===== config.mk =====
export PLATFORM = sky130hd
export DESIGN_NAME = bcd_sat_counter
export DESIGN_NICKNAME = d
export VERILOG_FILES = /design/src/rtl/bcd_sat_pkg.sv /design/src/rtl/bcd_digit_cell.sv /design/src/rtl/bcd_carry_net.sv /design/src/rtl/bcd_sat_counter.sv
export SDC_FILE = /design/constraint.sdc
export NUM_CORES = 1
export LEC_CHECK = 0
export BUFFER_PORTS_ARGS = -buffer_cell sky130_fd_sc_hd__buf_4
export CAP_MARGIN = 30
export CORE_MARGIN = 10
export CORE_UTILIZATION = 55
export CTS_CLUSTER_SIZE = 25
export DETAILED_ROUTE_END_ITERATION = 8
export PLACE_DENSITY = 0.81
export SYNTH_ARGS = -nofsm -noshare
export SYNTH_HDL_FRONTEND = slang
export SYNTH_SLANG_ARGS = --single-unit
export TNS_END_PERCENT = 5

===== constraint.sdc =====
create_clock -name clk -period 5.35 [get_ports clk]
set_clock_uncertainty 0.1 [all_clocks]
set_input_delay 1.3375 -clock clk [delete_from_list [all_inputs] [get_ports clk]]
set_output_delay 1.3375 -clock clk [all_outputs]
set_load 0.01 [all_outputs]

===== src/rtl/bcd_sat_pkg.sv =====
`timescale 1ns/1ps
package bcd_sat_pkg;

   localparam int DIGIT_W = 4;
   localparam logic [DIGIT_W-1:0] DIGIT_TOP = 4'd9;

   typedef enum logic {
      CARRY_RIPPLE    = 1'b0,
      CARRY_LOOKAHEAD = 1'b1
   } carry_mode_e;

   function automatic logic [DIGIT_W-1:0] digit_succ(input logic [DIGIT_W-1:0] d);
      if (d == DIGIT_TOP)
         return '0;
      return d + 4'd1;
   endfunction

endpackage


===== src/rtl/bcd_digit_cell.sv =====
`timescale 1ns/1ps
module bcd_digit_cell
   import bcd_sat_pkg::*;
(
   input  logic               clk,
   input  logic               rst,
   input  logic               step,
   output logic [DIGIT_W-1:0] digit,
   output logic               at_top
);

   always_ff @(posedge clk or posedge rst) begin
      if (rst)
         digit <= '0;
      else if (step)
         digit <= digit_succ(digit);
   end

   assign at_top = (digit == DIGIT_TOP);


   digit_range_chk: assert property (@(posedge clk) disable iff (rst)
      digit <= DIGIT_TOP);


   digit_step_chk: assert property (@(posedge clk) disable iff (rst)
      step |=> (($past(digit) == DIGIT_TOP) ? (digit == '0) : (digit == $past(digit) + 4'd1)));


   digit_idle_chk: assert property (@(posedge clk) disable iff (rst)
      !step |=> $stable(digit));

endmodule


===== src/rtl/bcd_carry_net.sv =====
`timescale 1ns/1ps
module bcd_carry_net
   import bcd_sat_pkg::*;
#(
   parameter int          NUM_DIGITS = 4,
   parameter carry_mode_e CARRY_MODE = CARRY_RIPPLE
) (
   input  logic                  advance,
   input  logic [NUM_DIGITS-1:0] nines,
   output logic [NUM_DIGITS-1:0] steps,
   output logic                  all_top
);

   if (CARRY_MODE == CARRY_RIPPLE) begin : g_ripple
      logic [NUM_DIGITS:0] prefix;
      assign prefix[0] = 1'b1;
      for (genvar i = 0; i < NUM_DIGITS; i++) begin : g_stage
         assign prefix[i+1] = prefix[i] & nines[i];
         assign steps[i]    = advance & prefix[i];
      end
      assign all_top = prefix[NUM_DIGITS];
   end else begin : g_lookahead
      for (genvar i = 0; i < NUM_DIGITS; i++) begin : g_stage
         localparam logic [NUM_DIGITS-1:0] LOWER = NUM_DIGITS'((64'd1 << i) - 64'd1);
         assign steps[i] = advance & (&(nines | ~LOWER));
      end
      assign all_top = &nines;
   end

endmodule


===== src/rtl/bcd_sat_counter.sv =====
`timescale 1ns/1ps
module bcd_sat_counter
   import bcd_sat_pkg::*;
#(
   parameter int          NUM_DIGITS = 4,
   parameter carry_mode_e CARRY_MODE = CARRY_RIPPLE
) (
   input  logic                          clk,
   input  logic                          rst,
   input  logic                          enable,
   output logic [NUM_DIGITS*DIGIT_W-1:0] count
);

   localparam int COUNT_W = NUM_DIGITS * DIGIT_W;

   if (NUM_DIGITS < 1 || NUM_DIGITS > 16) begin : g_bad_digits
      $error("bcd_sat_counter: NUM_DIGITS must lie in 1..16");
   end

   logic [NUM_DIGITS-1:0] nines;
   logic [NUM_DIGITS-1:0] steps;
   logic                  all_top;
   logic                  advance;

   assign advance = enable & ~all_top;

   bcd_carry_net #(
      .NUM_DIGITS (NUM_DIGITS),
      .CARRY_MODE (CARRY_MODE)
   ) u_carry (
      .advance (advance),
      .nines   (nines),
      .steps   (steps),
      .all_top (all_top)
   );

   for (genvar i = 0; i < NUM_DIGITS; i++) begin : g_digit
      bcd_digit_cell u_cell (
         .clk    (clk),
         .rst    (rst),
         .step   (steps[i]),
         .digit  (count[i*DIGIT_W +: DIGIT_W]),
         .at_top (nines[i])
      );
   end


   hold_idle_chk: assert property (@(posedge clk) disable iff (rst)
      !enable |=> $stable(count));


   saturate_hold_chk: assert property (@(posedge clk) disable iff (rst)
      (enable && count == {NUM_DIGITS{DIGIT_TOP}}) |=> (count == {NUM_DIGITS{DIGIT_TOP}}));


   low_digit_moves_chk: assert property (@(posedge clk) disable iff (rst)
      (enable && count != {NUM_DIGITS{DIGIT_TOP}}) |=> (count[DIGIT_W-1:0] != $past(count[DIGIT_W-1:0])));


   lower_carry_chk: assert property (@(posedge clk) disable iff (rst)
      (enable && count[DIGIT_W-1:0] != DIGIT_TOP) |=> (count[COUNT_W-1:DIGIT_W] == $past(count[COUNT_W-1:DIGIT_W])));

endmodule


==> metrics.md <==
| Metric | Value |
|---|---|
| Outcome | `complete, no violations` |
| Largest register FFs | `16` |
| Synth cell types | `31` |
| Worst-Margin Slew | `a little under 600 ps` |
| Worst skew pair latency | `~280 ps` |
| Final slew viol count | `0` |
| Biggest regs | `g_digit.u_cell.digit x16` |
| Drt initial violations | `11` |
| Static Leak | `0.454 nW` |
| Clk pin slew, worst setup/hold paths | `90 ps` |
| Pre-CTS setup slack | `2630 ps` |
| Initial antenna violation count | `0` |
| Synthesis-stage register bit count | `16` |
| Largest net degree at the start of global routing | `17` |
| CTS Hold Buffers Added | `0` |
| Max Freq | `413 MHz` |
| Io pins | `19` |
| Starting Density | `0.610` |
| Final worst setup slack | `2930 ps` |
| Syn avg cell area | `about 10 µm²` |
| # clock sinks | `16` |
| Die extent in x | `58.9 µm` |
| Minimum clock period | `2420 ps` |
| Total global-route track usage | `0.104` |
| Peak supply drop | `253 µV` |
| Final Net Count | `107` |
| Sequential area share after synthesis | `0.480` |
| DR vias/cell | `5.74` |
| PD cells | `309 nW/µm²` |
| DRT Wirelength | `1.65 mm` |
| Area grow syn2layout | `20.7%` |
| Placer's final routability congestion estimate | `0.737` |
| Setup violators final | `0` |
| Most common cell after layout, fill and taps aside | `buf_4` |
| Die Y-Extent | `58.9 µm` |
| Fraction of layout cells with a size suffix above 1 | `0.275` |
| Synth Net Count | `85` |
| Detail Route Antenna Nets | `0` |
| First-pass GRT wire length | `2.94 mm` |
| Critical Path, Cell by Cell | `buf_4, and2_0, nand2_1, or4_1, a22o_1` |
| Post-Syn Area | `833 µm²` |
| Max H-tree Level | `1` |
| GR Overflow Total | `0` |
| Final Hold Viols | `0` |
| Vias in the first global route | `654` |
| Drt first pass iters | `4` |
| Worst EP required | `5430 ps` |
| Nature of the critical path endpoint | `register` |
| Worst slew margin | `0.613` |
| Setup TNS | `0 ps` |
| Most frequent cells in the layout | `buf_4 (18), dfrtp_1 (16), nand2_1 (9)` |
| RSZ-0062 raised after global routing | `false` |
| Largest Register | `g_digit.u_cell.digit` |
| Clock Tree Buf Depth | `2` |
| Hold crit path type | `register to register` |
| DP Wirelength | `1.28 mm` |
| Clock Tree Root | `clkbuf_4` |
| Routed len/inst | `about 14 µm` |
| DIE AREA | `3470 µm²` |
| Rows | `13` |
| Critical path's largest stage delay | `470 ps` |
| # resized after CTS | `0` |
| Max Cap Viol | `0` |
| Via count | `672` |
| Critical Path Slowest Stage Cell | `or4_1` |
| Antenna diodes | `0` |
| # fillers | `113` |
| CTS tree | `done` |
| # port buffers | `18` |
| CP Class | `input port to register` |
| Crit Path Max Fanout | `6` |
| Residual DRC | `0` |
| Core area | `1370 µm²` |
| Fin crit share | `0.453` |
| Cell count after synthesis | `a little over 80` |
| Clock buffer count from CTS | `3` |
| CP Launch Type | `input port` |
| Worst path arrival time | `2500 ps` |
| Post-CTS Repair Setup Buffers | `0` |
| Yosys warns | `0` |
[routing by layer]
metal | up-vias | global-route usage | share of wire
met4 | 0 | 0.0492 | 0.014
met2 | 18 | 0.153 | 0.46
li1 | 334 | - | -
met1 | 316 | 0.130 | 0.46
met3 | 4 | 0.0365 | 0.072
met5 | - | 0 | 0
[synth_stat cells, drive strengths merged]
library cell	count	area, µm²
a21oi	4	20.0
a22o	1	8.76
a31o	1	8.76
a31oi	1	6.26
and2	2	12.5
and4	1	8.76
clkbuf	1	3.75
dfrtp	16	400
inv	4	15.0
mux2	3	37.5
mux2i	1	10.0
nand2	9	33.8
nand3	5	25.0
nand4	1	6.26
nand4bb	3	33.8
nor2	4	15.0
nor2b	3	18.8
nor3	2	15.0
nor3b	2	15.0
nor4	1	12.5
o21a	1	7.51
o21ai	5	25.0
o22a	1	8.76
o31ai	1	7.51
or2b	1	7.51
or3b	1	11.3
or4	2	15.0
xnor2	5	43.8
[critical path: cells and delay by family]
kind / cells / cell delay [ps]
buffers and inverters: 1 / 90
and+or+nand+nor: 3 / 840
AOI/OAI and AO/OA: 1 / 240
[metrics by stage]
stage	utilization	area [µm²]	std cells	total power, mW	hold slack [ps]
after floorplan	-	833	82	0.210	444
after global placement	0.720	983	114	0.251	412
after detailed placement	0.720	983	114	0.254	416
after CTS	0.736	1010	117	0.314	433
after global routing	0.736	1010	117	0.330	500
final	0.736	1010	117	0.311	426
[kinds of logic (layout without fill, tap and decap cells)]
logic type	count (synthesis)	in the layout	synth area share
AND/OR/NAND/NOR	37	37	0.276
flip-flops	16	16	0.480
AO/OA/AOI/OAI	15	15	0.111
XOR/XNOR	5	5	0.0526
buffers and inverters	5	25	0.0225
multiplexers	4	4	0.0571
[final cells by class]
type / instances / area [µm²] / share of cell area
clock buffer: 3 / 22.5 / 0.0224
inverter: 4 / 15.0 / 0.0149
multi-input combinational: 61 / 414 / 0.412
sequential: 16 / 400 / 0.398
tap: 15 / 18.8 / 0.0187
timing repair buffer: 18 / 135 / 0.134
[report_power, final]
part,internal (mW),total [mW],switching [mW]
clock network,0.0261,0.0613,0.0352
logic,0.0417,0.0805,0.0387
registers,0.139,0.169,0.0303
total,0.207,0.311,0.104
[worst paths after layout]
check | slack [ps] | end | cells after the start | from
min in group asynchronous | 1010 | g_digit[0].u_cell.digit[1] | 2 | rst
min | 430 | g_digit[3].u_cell.digit[3] | 1 | g_digit[3].u_cell.digit[3]
max reg2reg | 3470 | g_digit[3].u_cell.digit[1] | 4 | g_digit[0].u_cell.digit[2]
max in group asynchronous | 3760 | g_digit[2].u_cell.digit[1] | 2 | rst
min reg2reg | 430 | g_digit[3].u_cell.digit[3] | 1 | g_digit[3].u_cell.digit[3]
max | 2930 | g_digit[1].u_cell.digit[3] | 5 | enable
Power figures use the tool's default switching activity.
